===== config.mk =====
export PLATFORM = sky130hd
export DESIGN_NAME = rstctl_unit
export DESIGN_NICKNAME = d
export VERILOG_FILES = /design/src/rtl/rstctl_pkg.sv /design/src/rtl/rstctl_bus_decode.sv /design/src/rtl/rstctl_core_slice.sv /design/src/rtl/rstctl_if_drain.sv /design/src/rtl/rstctl_mailbox.sv /design/src/rtl/rstctl_unit.sv
export SDC_FILE = /design/constraint.sdc
export NUM_CORES = 1
export LEC_CHECK = 0
export CORE_MARGIN = 3
export CORE_UTILIZATION = 57
export DETAILED_ROUTE_END_ITERATION = 8
export DONT_BUFFER_PORTS = 1
export PLACE_DENSITY_LB_ADDON = 0.1
export SYNTH_ARGS = -nofsm -noshare
export SYNTH_HDL_FRONTEND = slang
export SYNTH_HIERARCHICAL = 1
export SYNTH_SLANG_ARGS = --single-unit

===== constraint.sdc =====
create_clock -name clk -period 2.63 [get_ports clk]
set_input_delay 0.526 -clock clk [delete_from_list [all_inputs] [get_ports clk]]
set_output_delay 0.526 -clock clk [all_outputs]
set_load 0.03 [all_outputs]

===== src/rtl/rstctl_pkg.sv =====
`timescale 1ns/1ps
// Shared definitions for the reset controller: register byte offsets and
// the decoded register identifier. Offsets form the software-visible map.
package rstctl_pkg;

    localparam int OFS_SYSCTL  = 'h00;
    localparam int OFS_HOLD    = 'h08;
    localparam int OFS_INRST   = 'h0C;
    localparam int OFS_IFOFF   = 'h1C;
    localparam int OFS_IFST    = 'h20;
    localparam int OFS_BOOT    = 'h28;
    localparam int OFS_VEC0    = 'h2C;
    localparam int OFS_MBX     = 'h6C;
    localparam int OFS_MBX_OR  = 'h70;
    localparam int OFS_MBX_AND = 'h74;

    typedef enum logic [3:0] {
        RID_NONE,
        RID_SYSCTL,
        RID_HOLD,
        RID_INRST,
        RID_IFOFF,
        RID_IFST,
        RID_BOOT,
        RID_VEC,
        RID_MBX,
        RID_MBX_OR,
        RID_MBX_AND
    } reg_id_e;

endpackage


===== src/rtl/rstctl_bus_decode.sv =====
`timescale 1ns/1ps
// Address decoder. Maps a byte offset to a register identifier plus a
// one-hot start-vector select. Assumes full-address compare: unaligned or
// unmapped offsets decode to RID_NONE.
module rstctl_bus_decode
    import rstctl_pkg::*;
#(
    parameter int ADDR_W  = 8,
    parameter int NUM_VEC = 3
) (
    input  logic [ADDR_W-1:0]  bus_addr,
    output reg_id_e            reg_id,
    output logic [NUM_VEC-1:0] vec_hit
);

    // Compare the offset against each mapped register.
    always_comb begin
        reg_id  = RID_NONE;
        vec_hit = '0;
        if      (bus_addr == ADDR_W'(OFS_SYSCTL))  reg_id = RID_SYSCTL;
        else if (bus_addr == ADDR_W'(OFS_HOLD))    reg_id = RID_HOLD;
        else if (bus_addr == ADDR_W'(OFS_INRST))   reg_id = RID_INRST;
        else if (bus_addr == ADDR_W'(OFS_IFOFF))   reg_id = RID_IFOFF;
        else if (bus_addr == ADDR_W'(OFS_IFST))    reg_id = RID_IFST;
        else if (bus_addr == ADDR_W'(OFS_BOOT))    reg_id = RID_BOOT;
        else if (bus_addr == ADDR_W'(OFS_MBX))     reg_id = RID_MBX;
        else if (bus_addr == ADDR_W'(OFS_MBX_OR))  reg_id = RID_MBX_OR;
        else if (bus_addr == ADDR_W'(OFS_MBX_AND)) reg_id = RID_MBX_AND;
        for (int i = 0; i < NUM_VEC; i++) begin
            if (bus_addr == ADDR_W'(OFS_VEC0 + 4 * i)) begin
                reg_id     = RID_VEC;
                vec_hit[i] = 1'b1;
            end
        end
    end

endmodule


===== src/rtl/rstctl_core_slice.sv =====
`timescale 1ns/1ps
// Per-core reset hold bit and its sticky in-reset status. The status sets
// one edge after the hold output is high; a write-one clear loses against a
// hold that is still active.
module rstctl_core_slice (
    input  logic clk,
    input  logic rst_n,
    input  logic hold_we,
    input  logic hold_d,
    input  logic clr_we,
    input  logic clr_d,
    output logic hold_o,
    output logic inrst_o
);

    // Hold register written from the bus.
    always_ff @(posedge clk) begin
        if (!rst_n)       hold_o <= 1'b0;
        else if (hold_we) hold_o <= hold_d;
    end

    // Sticky status: set by an active hold, cleared by write-one.
    always_ff @(posedge clk) begin
        if (!rst_n)                inrst_o <= 1'b0;
        else if (hold_o)           inrst_o <= 1'b1;
        else if (clr_we && clr_d)  inrst_o <= 1'b0;
    end

endmodule


===== src/rtl/rstctl_if_drain.sv =====
`timescale 1ns/1ps
// Interface-off control for one secondary core. The status output is the
// control bit delayed by DRAIN_CYC clocks, standing in for the time the
// fabric needs to drain. Assumes DRAIN_CYC >= 2.
module rstctl_if_drain #(
    parameter int DRAIN_CYC = 8
) (
    input  logic clk,
    input  logic rst_n,
    input  logic off_we,
    input  logic off_d,
    output logic off_o,
    output logic off_st_o
);

    logic [DRAIN_CYC-1:0] line_q;

    // Control bit written from the bus.
    always_ff @(posedge clk) begin
        if (!rst_n)      off_o <= 1'b0;
        else if (off_we) off_o <= off_d;
    end

    // Fixed-length delay line toward the status bit.
    always_ff @(posedge clk) begin
        if (!rst_n) line_q <= '0;
        else        line_q <= {line_q[DRAIN_CYC-2:0], off_o};
    end

    assign off_st_o = line_q[DRAIN_CYC-1];

endmodule


===== src/rtl/rstctl_mailbox.sv =====
`timescale 1ns/1ps
// Shared message word with a plain write port and two atomic alias ports
// (OR-in and clear-ones). Assumes at most one port is strobed per cycle.
module rstctl_mailbox #(
    parameter int DATA_W = 32
) (
    input  logic              clk,
    input  logic              rst_n,
    input  logic              wr_full,
    input  logic              wr_or,
    input  logic              wr_andn,
    input  logic [DATA_W-1:0] wdata,
    output logic [DATA_W-1:0] word_o
);

    // Apply whichever update port is strobed.
    always_ff @(posedge clk) begin
        if (!rst_n)       word_o <= '0;
        else if (wr_full) word_o <= wdata;
        else if (wr_or)   word_o <= word_o | wdata;
        else if (wr_andn) word_o <= word_o & ~wdata;
    end

endmodule


===== src/rtl/rstctl_unit.sv =====
`timescale 1ns/1ps
// Reset controller top. Decodes single-cycle bus accesses, owns the
// system reset pulse, boot code, start vectors and read mux, and instances
// one slice per core plus one drain stage per secondary core. Start vectors
// are deliberately left out of reset so a programmed entry point survives.
module rstctl_unit
    import rstctl_pkg::*;
#(
    parameter int NUM_CORES = 3,
    parameter int ADDR_W    = 8,
    parameter int DATA_W    = 32,
    parameter int DRAIN_CYC = 8
) (
    input  logic                 clk,
    input  logic                 rst_n,
    input  logic                 bus_sel,
    input  logic                 bus_wr,
    input  logic [ADDR_W-1:0]    bus_addr,
    input  logic [DATA_W-1:0]    bus_wdata,
    output logic [DATA_W-1:0]    bus_rdata,
    output logic                 sys_reset_pulse,
    output logic [NUM_CORES-1:0] core_hold,
    output logic [NUM_CORES-2:0] core_if_off
);

    localparam int NUM_SEC = NUM_CORES - 1;

    reg_id_e              rid;
    logic [NUM_CORES-1:0] vec_hit;
    logic                 wr_go;
    logic                 rd_go;
    logic [NUM_CORES-1:0] inrst_q;
    logic [NUM_SEC-1:0]   ifst_q;
    logic [DATA_W-1:0]    boot_q;
    logic [DATA_W-1:0]    vec_q [NUM_CORES];
    logic [DATA_W-1:0]    mbx_q;
    logic [DATA_W-1:0]    rd_val;

    assign wr_go = bus_sel & bus_wr;
    assign rd_go = bus_sel & ~bus_wr;

    rstctl_bus_decode #(.ADDR_W(ADDR_W), .NUM_VEC(NUM_CORES)) u_dec (
        .bus_addr (bus_addr),
        .reg_id   (rid),
        .vec_hit  (vec_hit)
    );

    for (genvar c = 0; c < NUM_CORES; c++) begin : g_core
        rstctl_core_slice u_slice (
            .clk     (clk),
            .rst_n   (rst_n),
            .hold_we (wr_go && rid == RID_HOLD),
            .hold_d  (bus_wdata[c]),
            .clr_we  (wr_go && rid == RID_INRST),
            .clr_d   (bus_wdata[c]),
            .hold_o  (core_hold[c]),
            .inrst_o (inrst_q[c])
        );
    end

    for (genvar s = 0; s < NUM_SEC; s++) begin : g_sec
        rstctl_if_drain #(.DRAIN_CYC(DRAIN_CYC)) u_drain (
            .clk      (clk),
            .rst_n    (rst_n),
            .off_we   (wr_go && rid == RID_IFOFF),
            .off_d    (bus_wdata[s]),
            .off_o    (core_if_off[s]),
            .off_st_o (ifst_q[s])
        );
    end

    rstctl_mailbox #(.DATA_W(DATA_W)) u_mbx (
        .clk     (clk),
        .rst_n   (rst_n),
        .wr_full (wr_go && rid == RID_MBX),
        .wr_or   (wr_go && rid == RID_MBX_OR),
        .wr_andn (wr_go && rid == RID_MBX_AND),
        .wdata   (bus_wdata),
        .word_o  (mbx_q)
    );

    // One-cycle system reset request; the control bit never stores.
    always_ff @(posedge clk) begin
        if (!rst_n) sys_reset_pulse <= 1'b0;
        else        sys_reset_pulse <= wr_go && rid == RID_SYSCTL && bus_wdata[0];
    end

    // Boot code word.
    always_ff @(posedge clk) begin
        if (!rst_n)                       boot_q <= '0;
        else if (wr_go && rid == RID_BOOT) boot_q <= bus_wdata;
    end

    for (genvar v = 0; v < NUM_CORES; v++) begin : g_vec
        // Start vector, not cleared by reset.
        always_ff @(posedge clk) begin
            if (wr_go && vec_hit[v]) vec_q[v] <= bus_wdata;
        end
    end

    // Read mux; unmapped identifiers return zero.
    always_comb begin
        rd_val = '0;
        case (rid)
            RID_HOLD:    rd_val[NUM_CORES-1:0] = core_hold;
            RID_INRST:   rd_val[NUM_CORES-1:0] = inrst_q;
            RID_IFOFF:   rd_val[NUM_SEC-1:0]   = core_if_off;
            RID_IFST:    rd_val[NUM_SEC-1:0]   = ifst_q;
            RID_BOOT:    rd_val = boot_q;
            RID_VEC: begin
                for (int i = 0; i < NUM_CORES; i++)
                    if (vec_hit[i]) rd_val = vec_q[i];
            end
            RID_MBX, RID_MBX_OR, RID_MBX_AND: rd_val = mbx_q;
            default:     rd_val = '0;
        endcase
    end

    // Registered read data, updated only on read accesses.
    always_ff @(posedge clk) begin
        if (!rst_n)     bus_rdata <= '0;
        else if (rd_go) bus_rdata <= rd_val;
    end

endmodule


* Word-level counts from Yosys, hierarchy flattened *
Memories as Yosys holds them, arrays and structs flattened.
Index checks and enable logic that the tools add are counted.

cells by class
  add/subtract/negate cells = 0
  $mul = 0
  divide/modulo/power cells = 0
  magnitude comparators = 0
  eq/ne operators = 21
  shifts and indexed selects = 0
  muxes and demuxes = 42
  bitwise logic cells = 6
  reduce and logical (&&, ||, !) cells = 23

operators by type and width
  cell                                                                   number
  32-bit two-way mux                                                     8
  29-bit case mux with 3 select lines                                    1
  32-bit OR reduction                                                    2
  4-bit two-way mux                                                      12
  8-bit by 6-bit equality test with 1-bit output, second input constant  5
  32-bit bitwise AND                                                     1
  32-bit NOT                                                             1
  32-bit OR                                                              1
  8-bit by 7-bit equality test with 1-bit output, second input constant  3
  1-bit two-way mux                                                      17
  4-bit by 3-bit equality test with 1-bit output, second input constant  4
  8-bit by 4-bit equality test with 1-bit output, second input constant  2
  1-bit logical AND                                                      15
  2-bit case mux with 7 select lines                                     1
  4-bit equality test, second input constant                             3
  4-bit by 2-bit equality test with 1-bit output, second input constant  2
  8-bit by 5-bit equality test with 1-bit output, second input constant  1
  8-bit zero test                                                        1
  2-bit nonzero test                                                     3
  1-bit case mux with 5 select lines                                     1
  4-bit by 1-bit equality test with 1-bit output, second input constant  1
  2-bit two-way mux                                                      2
  3-bit nonzero test                                                     1
  3-bit OR reduction                                                     1
  2 further kinds                                                        3

storage, ports and cells
  register bits after elaboration = 121
  bits in latches = 0
  bits in writable memories = 96
  memory bits (read-only) = 0
  bits of input ports = 44
  output and inout port bits = 38
  logic and storage cells = 107
  memories = 1

memories
  name   words  width  read ports  clocked after Yosys merged registers in  wr ports  RTL line           RTL
  vec_q  3      32     3           0                                        1         rstctl_unit.sv:35  logic [DATA_W-1:0] vec_q [NUM_CORES];

* Logic depth before layout (Yosys ltp) *
Gate-level depths: netlist (run 1).

  depth in word-level cells = 18
  depth in mapped cells = 12
  gate-level depth less buffers = 8

* Modules after synthesis *
Netlist (run 1), hierarchy kept.

by module, submodules not included
  module             times used  cells an instance  area an instance (µm²)  sequential area each (µm²)
  rstctl_unit        1           553                6,766.5                 4,184.0
  rstctl_mailbox     1           174                1,566.5                 640.6
  rstctl_if_drain    2           19                 256.5                   180.2
  rstctl_core_slice  3           7                  71.3                    40.0
  rstctl_bus_decode  1           26                 178.9                   0.0

* Worst setup path before layout (run 1) *
Ideal clock, no wire load.

  path kind = input port to flip-flop
  start = input bus_addr[3]
  end = memory vec_q[2][0], in the netlist vec_q[0][64], enable pin
  setup time = 0.392 ns
  arrival = 2.428 ns
  data required time = 2.238 ns
  setup slack = -0.190 ns
  stages on the path = 6
  buffers on the path = 3
  cells stage by stage = buf_6 and3b_2 and3_2 buf_2 clkbuf_1 and3_1

RTL lines
  element                                                           RTL line                 RTL
  start, declared                                                   rstctl_unit.sv:18        input logic [ADDR_W-1:0] bus_addr,
  8-bit by 6-bit equality test with 1-bit output *                  rstctl_bus_decode.sv:30  if (bus_addr == ADDR_W'(OFS_VEC0 + 4 * i)) begin
  1-bit two-way mux *                                               rstctl_bus_decode.sv:30
  via vec_hit[2]                                                    rstctl_unit.sv:29        logic [NUM_CORES-1:0] vec_hit;
  1-bit logical AND *                                               rstctl_unit.sv:97        if (wr_go && vec_hit[v]) vec_q[v] <= bus_wdata;
  1-bit two-way mux *                                               rstctl_unit.sv:97
  1-bit two-way mux (implied by the code) *                         rstctl_unit.sv:97
  32-bit OR reduction (no line)                                     -
  2-bit two-way mux (no line) or 1-bit two-way mux (tied branches)  -
  end, declared                                                     rstctl_unit.sv:35

The timed path passes the listed nets; every way through them passes the cells marked *.

==> flow_summary_export.csv, run 1 <==
group,metric,value,unit
pwr,power_density,657,mW/mm^2
sta,tightest_slew,0.700,ns
setup_path,reg2reg_slack,1.08,ns
logic_synthesis,synth.distinct_cells,46,
logic_synthesis,synth.net_count,856,
sta,period_share,0.821,
logic_synthesis,synth_xor_area_frac,0,
logic_synthesis,synth.most_common_cell,"nand2_1",
sta,hold_violations,0,
status,status,"complete, no violations",
hold_path,whs_endpoint,"vec_q[0][91]",
logic_synthesis,synthAdderAreaFrac,0,
sta,fmax,463,MHz
setup_path,r2r_end,"bus_rdata[1]",
clock_tree,hold_buffers,0,
place,dp_hpwl,13400,um
detailed_routing,vias,6481,
clock_tree,clkTransAtPathRegs,0.06,ns
logic_synthesis,synth_top_family_by_area,"compound AO/OA/AOI/OAI gates",
pwr,power_leakage,3.30,nW
logic_synthesis,synth_edf_count,96,
logic_synthesis,syn_inst,812,
detailed_routing,first_pass_iters,5,
setup_path,arrival,2.57,ns
cells_and_area,fin_nets,857,
sta,slew_viol_final,0,
clock_tree,cts_buffer_depth,3,
detailed_routing,wl,22700,um
sta,fin_skew,0.00672,ns
logic_synthesis,synthTopCellsByArea,"edfxtp_1, dfxtp_1, nand2_1, a221oi_2, a21boi_2",
clock_tree,numCtsBuffers,23,
grt,grt_usage,0.250,
clock_tree,clock_latency,0.50,ns
logic_synthesis,netlist.area_leader.share,0.312,
cells_and_area,syn_to_final_growth,10.6,%
clock_tree,htreeDepth,1,
sta,layout_min_cycle_time,2.16,ns
floorplanning,die-area,0.0178,mm^2
clock_tree,cts_tree,"built",
logic_synthesis,synth_compound_area_frac,0.200,
setup_path,timing.rr.start,"g_core[1].u_slice/hold_o",
sta,rsz0062_at_grt,"false",
cells_and_area,utilization,0.658,
floorplanning,rows,45,
logic_synthesis,yosys.area_share.simple,0.176,
setup_path,worstSetupPathType,"in2reg",
clock_tree,post-cts-setup-buffer-count,0,
logic_synthesis,postSynth.asyncResetShare,0,
setup_path,slowest_delay,0.52,ns
sta,finalSetupViolations,0,
pwr,max-vdd-ir-drop,0.528,mV
logic_synthesis,synth_top_cell_by_area,"edfxtp_1",
floorplanning,fp.dieW,133,um
clock_tree,cts_resized,0,
clock_tree,clock-sinks,217,
floorplanning,io_pins,82,
logic_synthesis,ys_seq_area_frac,0.574,
floorplanning,start_util,0.595,
hold_path,whs_path_depth,0,
cells_and_area,n_antenna_cell,0,
sta,hold-worst-slack,0.117,ns
place,gp_congestion,0.834,
hold_path,min_path_type,"in2reg",
detailed_routing,vias_per_cell,6.23,
cells_and_area,fillCellCount,1206,
logic_synthesis,synth_flop_cell,"dfxtp_1",
setup_path,end_kind,"flop",
clock_tree,cts_root_buf,"clkbuf_16",
flow_run,cap_violations,0,
hold_path,worstHoldStart,"bus_wdata[27]",
grt,grt_max_degree,122,
setup_path,worstSetupStartpointType,"input port",
logic_synthesis,synth_area,0.00924,mm^2
grt,overflow,0,
cells_and_area,drive_gt1_frac,0.193,
setup_path,cp_slowest_cell,"and4_1",
logic_synthesis,yosys_warnings,6,
logic_synthesis,syn_avg_cell_area,11.4,um^2
sta,relSlewSlack,0.529,
sta,setup_tns,0,ns
floorplanning,die_y,133,um
logic_synthesis,ys_ff_latch,217,
setup_path,reg2regPathDepth,5,
grt,grt_pass1_wl,35700,um
place,port_buffers,0,
setup_path,path_max_fanout,24,
detailed_routing,dr.first_iter.drc_count,525,
setup_path,required,3.05,ns
setup_path,timing.critical_path.cells,"nand2b_1 > mux2i_1 > and4_1 > nand4b_1 > nor3_2 > or2_1 > buf_12 > nand2_1 > a21boi_0",
detailed_routing,ant_nets,0,
detailed_routing,wl_per_cell,21.8,um
grt,grt_antenna_before_repair,0,
logic_synthesis,ys_top_cells_by_count,"nand2_1, dfxtp_1, edfxtp_1",
detailed_routing,drc_errors,0,
grt,grt_pass1_vias,6675,
logic_synthesis,synth.area.mux_share,0.00867,
floorplanning,coreArea,0.0155,mm^2
[final cells by class]
class                      count  area, um^2  share of cell area
clock inverter                 4        17.5             0.00171
tap                          211         264              0.0258
timing repair buffer          39         380              0.0372
multi-input combinational    528        3570               0.349
inverter                       4        15.0             0.00147
clock buffer                  37         668              0.0654
sequential                   217        5310               0.519
[where the power goes]
group	internal, mW	switching [mW]	leakage (nW)
clock	1.73	1.23	0.335
sequential	3.55	0.0711	1.84
combinational	0.0684	0.0721	1.13
total	5.34	1.38	3.30
[metrics by stage]
stage                     total power, mW  worst slack [ns]  std cells  cell area (um^2)
after global placement               3.82            0.0898        999              9530
after detailed placement             3.83            0.0290        999              9530
after CTS                            6.76             0.515       1040             10200
after global routing                 6.90             0.369       1040             10200
after floorplan                      3.81             0.133        812              9240
final                                6.72             0.472       1040             10200
[logic make-up after synthesis]
| family | after synthesis |
|---|---|
| buffers and inverters | 67 |
| multiplexers | 8 |
| AND/OR/NAND/NOR | 303 |
| AO/OA/AOI/OAI | 217 |
| flip-flops | 217 |
[worst max-delay path: cells and delay by family]
family,cells,cell delay [ns]
AND/OR/NAND/NOR,6,1.50
buffers and inverters,1,0.21
AO/OA/AOI/OAI,1,0.17
multiplexers,1,0.15
[layer usage]
layer / GRT usage / vias to the layer above / part of all wire
met5: 0 / - / 0
met4: 0.0766 / 0 / 0.026
met3: 0.0563 / 51 / 0.069
met2: 0.438 / 233 / 0.50
met1: 0.309 / 3221 / 0.41
li1: - / 2976 / -
[cell usage in the layout (no fill, tap or decap), types with 29 or more instances in the layout]
| master | n |
|---|---|
| edfxtp_1 | 96 |
| nand3b_1 | 39 |
| nand3_1 | 32 |
| a21oi_1 | 38 |
| nand2b_1 | 37 |
| a21boi_1 | 30 |
| dfxtp_1 | 121 |
| a221o_1 | 31 |
| a21boi_2 | 30 |
| a221oi_2 | 29 |
| o21ai_0 | 34 |
| buf_4 | 32 |
| nand2_1 | 137 |
[worst max path at each step]
| stage | from | end | slack (ns) | depth (start not counted) |
|---|---|---|---|---|
| after floorplan | bus_addr[3] | vec_q[0][64] | 0.13 | 6 |
| after global placement | bus_addr[4] | flop | 0.09 | 9 |
| after detailed placement | bus_addr[4] | flop | 0.03 | 9 |
| after CTS | bus_addr[4] | flop | 0.52 | 9 |
| after global routing | bus_addr[4] | flop | 0.37 | 9 |
| final | bus_addr[4] | flop | 0.47 | 9 |
No activity file was read; power rests on OpenSTA's default activity.
==> run 2: changes to the inputs <==
clock period = 1.8 ns   (was 2.63 ns; I/O delays follow)
==> run 2 against run 1 <==
  * Die area unchanged
  * Sequential share of layout area decreased by 3.8 points
  * Via count increased by 3.8%
  * Final area increased by 7.8%
  * Clock skew increased by 0.0024 ns
  * Hold slack got worse by 0.11 ns
  * Combinational power increased by 140%
  * Power increased by 51%
  * Count of clock-buffer cells in the layout decreased by 9
  * First-iteration DRC count increased by 20%
  * Largest cell class unchanged
==> flow_summary_export.csv, run 2 (synthesized netlist as in run 1, its figures left out) <==
group,metric,value,unit
clock_tree,cts_tree,"built",
floorplanning,die-area,0.0178,mm^2
floorplanning,rows,45,
detailed_routing,vias,6730,
place,port_buffers,0,
clock_tree,htreeDepth,1,
floorplanning,die_y,133,um
cells_and_area,mostFrequentLayoutCells,"nand2_1, dfxtp_1, edfxtp_1, buf_4, nand3b_1",
grt,grt_max_degree,111,
detailed_routing,ant_nets,0,
cells_and_area,drive_gt1_frac,0.227,
hold_path,min_path_type,"in2reg",
grt,grt_pass1_vias,6969,
setup_path,required,2.19,ns
detailed_routing,wl,23700,um
clock_tree,cts_buffer_depth,3,
clock_tree,cts_root_buf,"clkbuf_16",
status,status,"complete, no violations",
pwr,fin_total_pwr,10.1,mW
sta,layout_min_cycle_time,1.66,ns
clock_tree,clkTransAtPathRegs,0.06,ns
floorplanning,io_pins,82,
pwr,power_leakage,3.64,nW
setup_path,worstSetupPathType,"in2reg",
clock_tree,numCtsBuffers,23,
setup_path,timing.critical_path.cells,"nor3_4 > nand2b_2 > o21ai_2 > nand2b_1 > nor2_2 > buf_4 > nand2_1 > nand3b_1 > a21boi_0",
pwr,power_density,919,mW/mm^2
clock_tree,clock-sinks,217,
detailed_routing,wl_per_cell,21.5,um
place,dp_hpwl,14100,um
grt,grt_pass1_wl,37800,um
pwr,max-vdd-ir-drop,0.704,mV
cells_and_area,utilization,0.709,
sta,slew_viol_final,0,
setup_path,end_kind,"flop",
setup_path,crit_family,"simple AND/OR/NAND/NOR gates",
detailed_routing,dr.first_iter.drc_count,630,
cells_and_area,final_common_cell,"nand2_1",
setup_path,path_max_fanout,15,
sta,fmax,601,MHz
detailed_routing,drc_errors,0,
flow_run,cap_violations,0,
sta,rsz0062_at_grt,"false",
setup_path,critPathBufInv,1,
detailed_routing,vias_per_cell,6.10,
cells_and_area,n_antenna_cell,0,
sta,fin_skew,0.00916,ns
grt,overflow,0,
floorplanning,coreArea,0.0155,mm^2
setup_path,cp_slowest_cell,"o21ai_2",
sta,relSlewSlack,0.604,
grt,grt_antenna_before_repair,0,
detailed_routing,first_pass_iters,4,
cells_and_area,syn_to_final_growth,19.3,%
setup_path,arrival,2.05,ns
setup_path,worstSetupStartpointType,"input port",
setup_path,slowest_delay,0.35,ns
floorplanning,start_util,0.595,
sta,period_share,0.925,
sta,tightest_slew,0.591,ns
sta,finalSetupViolations,0,
clock_tree,clock_latency,0.51,ns
place,gp_congestion,0.869,
cells_and_area,fin_nets,920,
sta,hold_violations,0,
floorplanning,fp.dieW,133,um
grt,grt_usage,0.264,
run 2: changes by cell type in the layout (fill, tap and decap cells not counted), moves of 3 or more:
cell           delta
clkbuf_1          -7
and3_2            -3
and3_4            +4
buf_12           +10
clkinv_2          +4
dlygate4sd3_1    +36
buf_4            +17
run 2: per-layer routing:
metal | part of all wire | vias up | global-route usage
met1 | 0.41 | 3332 | 0.347
met2 | 0.49 | 246 | 0.453
met5 | 0 | - | 0
met3 | 0.076 | 44 | 0.0517
li1 | - | 3108 | -
met4 | 0.021 | 0 | 0.0691
run 2: final cells by class:
type | instances | area [um^2]
flip-flops and latches | 217 | 5310
multi-input cells | 528 | 3650
clock buffers | 28 | 614
clock inverters | 14 | 109
well taps | 211 | 264
fillers | 1143 | 4520
inverters | 4 | 15.0
repair buffers | 102 | 1070
run 2: path summary, 6_finish.rpt:
kind,cells after the start,startpoint,slack [ns],to
min,2,bus_wdata[29],0.009,flop
min reg2reg,1,g_sec[1].u_drain/line_q[5],0.44,g_sec[1].u_drain/line_q[6]
max,9,bus_addr[7],0.14,flop
max reg2reg,3,vec_q[0][32],0.57,bus_rdata[0]
run 2: metrics by stage:
step	cell area, um^2	setup TNS (ns)	hold WS [ns]	instances	setup slack, ns
after floorplan	9370	-23.54	0.420	812	-0.279
after global placement	9920	-36.30	0.425	1026	-0.335
after detailed placement	9920	-53.49	0.430	1026	-0.504
after CTS	11000	0	0.000607	1103	0.109
after global routing	11000	0	0.00259	1104	0.00896
final	11000	0	0.00941	1104	0.135
run 2: power breakdown:
part | leakage (nW) | total (mW) | internal (mW) | switching (mW)
registers | 1.84 | 5.28 | 5.18 | 0.102
clock network | 0.361 | 4.50 | 2.59 | 1.92
logic | 1.44 | 0.341 | 0.171 | 0.171
total | 3.64 | 10.1 | 7.93 | 2.19
run 2: what timing repair did:
action                                 CTS  global route
setup endpoints to repair                1             3
resized for setup                        1             3
pin swaps                                0             3
hold buffers                            35             1
endpoints found under the hold margin  156             1
buffers inserted                         0             0
==> run 3: changes to the inputs <==
CORE_UTILIZATION = 40   (was 57)
==> run 3 against run 2 <==
  * Sequential share of layout area down 1.3 points
  * Combinational power up 20%
  * Clock power up 14%
  * Register-to-register slack worse by 0.11 ns
  * Largest power group unchanged
  * Power up 7.0%
  * Die area up 40%
  * Worst setup slack worse by 0.095 ns
==> flow_summary_export.csv, run 3 (synthesized netlist as in run 1, its figures left out) <==
group,metric,value,unit
setup_path,path_max_fanout,12,
setup_path,worstSetupStartpointType,"input port",
pwr,max-vdd-ir-drop,0.867,mV
sta,rsz0062_at_grt,"false",
floorplanning,rows,54,
clock_tree,numCtsBuffers,25,
cells_and_area,mostFrequentLayoutCells,"nand2_1, dfxtp_1, edfxtp_1, buf_4, dlygate4sd3_1",
setup_path,slowest_delay,0.58,ns
clock_tree,htreeDepth,1,
floorplanning,coreArea,0.0222,mm^2
place,dp_hpwl,15500,um
pwr,p_sw_frac,0.219,
sta,fin_skew,0.00709,ns
pwr,power_frac_comb,0.038,
setup_path,arrival,2.14,ns
grt,overflow,0,
setup_path,reg2regPathDepth,2,
hold_path,whs_endpoint,"g_core[2].u_slice/hold_o",
setup_path,timing.critical_path.cells,"nand2b_1 > a21oi_1 > a311oi_2 > buf_4 > buf_4 > buf_4 > nand4b_1 > a21oi_1 > a2111oi_1 > a21oi_1",
hold_path,min_path_type,"in2reg",
floorplanning,die-area,0.0250,mm^2
sta,period_share,0.978,
cells_and_area,fillCellCount,2001,
detailed_routing,wl,26500,um
setup_path,r2r_end,"bus_rdata[1]",
place,gp_congestion,0.793,
grt,grt_antenna_before_repair,0,
clock_tree,clkTransAtPathRegs,0.06,ns
cells_and_area,fin_nets,930,
sta,finalSetupViolations,0,
setup_path,end_kind,"flop",
cells_and_area,utilization,0.509,
sta,slew_viol_final,0,
grt,grt_pass1_wl,40500,um
floorplanning,start_util,0.416,
cells_and_area,drive_gt1_frac,0.231,
detailed_routing,dr.first_iter.drc_count,649,
setup_path,crit_family,"compound AO/OA/AOI/OAI gates",
grt,grt_usage,0.212,
setup_path,critPathLaunch,"bus_addr[4]",
clock_tree,cts_buffer_depth,3,
setup_path,critPathBufInv,3,
clock_tree,clock-sinks,217,
setup_path,reg2reg_slack,0.46,ns
detailed_routing,first_pass_iters,7,
hold_path,worstHoldStart,"bus_wdata[2]",
detailed_routing,wl_per_cell,22.4,um
status,status,"complete, no violations",
detailed_routing,drc_errors,0,
detailed_routing,vias_per_cell,5.66,
floorplanning,io_pins,82,
pwr,seqPwrFrac,0.487,
cells_and_area,regArea,0.00531,mm^2
pwr,intPower,8.47,mW
grt,grt_pass1_vias,6920,
pwr,power_leakage,3.75,nW
floorplanning,fp.dieW,158,um
sta,tightest_slew,0.907,ns
sta,relSlewSlack,0.393,
cells_and_area,final_common_cell,"nand2_1",
sta,fmax,568,MHz
setup_path,worstSetupPathType,"in2reg",
setup_path,cp_slowest_cell,"a2111oi_1",
pwr,switching_power,2.37,mW
clock_tree,clock_latency,0.52,ns
sta,hold_violations,0,
detailed_routing,vias,6706,
cells_and_area,multi_input_area,0.00363,mm^2
hold_path,whs_path_depth,2,
pwr,power_density,958,mW/mm^2
place,port_buffers,0,
setup_path,required,2.18,ns
pwr,clkPwrFrac,0.475,
cells_and_area,n_antenna_cell,0,
grt,grt_max_degree,64,
detailed_routing,ant_nets,0,
cells_and_area,syn_to_final_growth,22.5,%
setup_path,timing.rr.start,"g_sec[1].u_drain/off_o",
sta,layout_min_cycle_time,1.76,ns
clock_tree,cts_tree,"built",
floorplanning,die_y,158,um
clock_tree,cts_root_buf,"clkbuf_16",
flow_run,cap_violations,0,
pwr,fin_total_pwr,10.8,mW
==> run 3: layout make-up <==
cell class	count	share of cell area
Sequential cell	217	0.469
Multi-Input combinational cell	528	0.321
Timing Repair Buffer	110	0.103
Clock buffer	28	0.0590
Tap cell	280	0.0310
Clock inverter	18	0.0159
Inverter	4	0.00133
==> run 3: how the worst max path moves through the flow <==
stage | endpoint | cells past startpoint | slack, ns
2_1_floorplan | flop | 12 | -0.28
3_3_place_gp | bus_rdata[1] | 9 | -0.57
3_5_place_dp | bus_rdata[1] | 9 | -0.60
4_1_cts | bus_rdata[1] | 10 | 0.09
5_1_grt | bus_rdata[1] | 10 | 0.01
6_report | bus_rdata[1] | 10 | 0.04
==> run 3: power by group through the flow <==
stage / combinational [mW] / clock, mW / sequential [mW]
floorplan: 0.190 / 0 / 5.38
global placement: 0.218 / 0 / 5.39
detailed placement: 0.223 / 0 / 5.39
CTS: 0.408 / 5.26 / 5.28
global route: 0.443 / 5.48 / 5.29
finish: 0.408 / 5.15 / 5.28
==> run 3: layer usage <==
metal	global-route usage	share of wire	vias up
met5	0	0	-
met4	0.0619	0.025	0
met3	0.0435	0.064	50
met2	0.362	0.48	212
met1	0.275	0.43	3308
li1	-	-	3136
==> run 3: repair_timing <==
action                     in CTS  in global routing
hold buffers                   40                  1
resized for setup               1                  0
setup endpoints to repair       1                  0
hold endpoints to repair      203                  1
buffers inserted                0                  0
==> run 3: worst reg2reg max path: stages (launching register included) <==
cell	delay [ns]
dfxtp_1	0.45
a2111oi_1	0.61
a21oi_1	0.14
==> run 3: stage by stage <==
step / TNS [ns] / area, um^2 / hold WS, ns / std cells / setup slack [ns]
after detailed placement: -42.98 / 10000 / 0.426 / 1098 / -0.598
after global routing: 0 / 11300 / 0.0197 / 1185 / 0.0122
after global placement: -37.56 / 10000 / 0.427 / 1098 / -0.574
after CTS: 0 / 11300 / 0.000985 / 1184 / 0.0887
final: 0 / 11300 / 0.0177 / 1185 / 0.0404
after floorplan: -23.54 / 9370 / 0.420 / 812 / -0.279
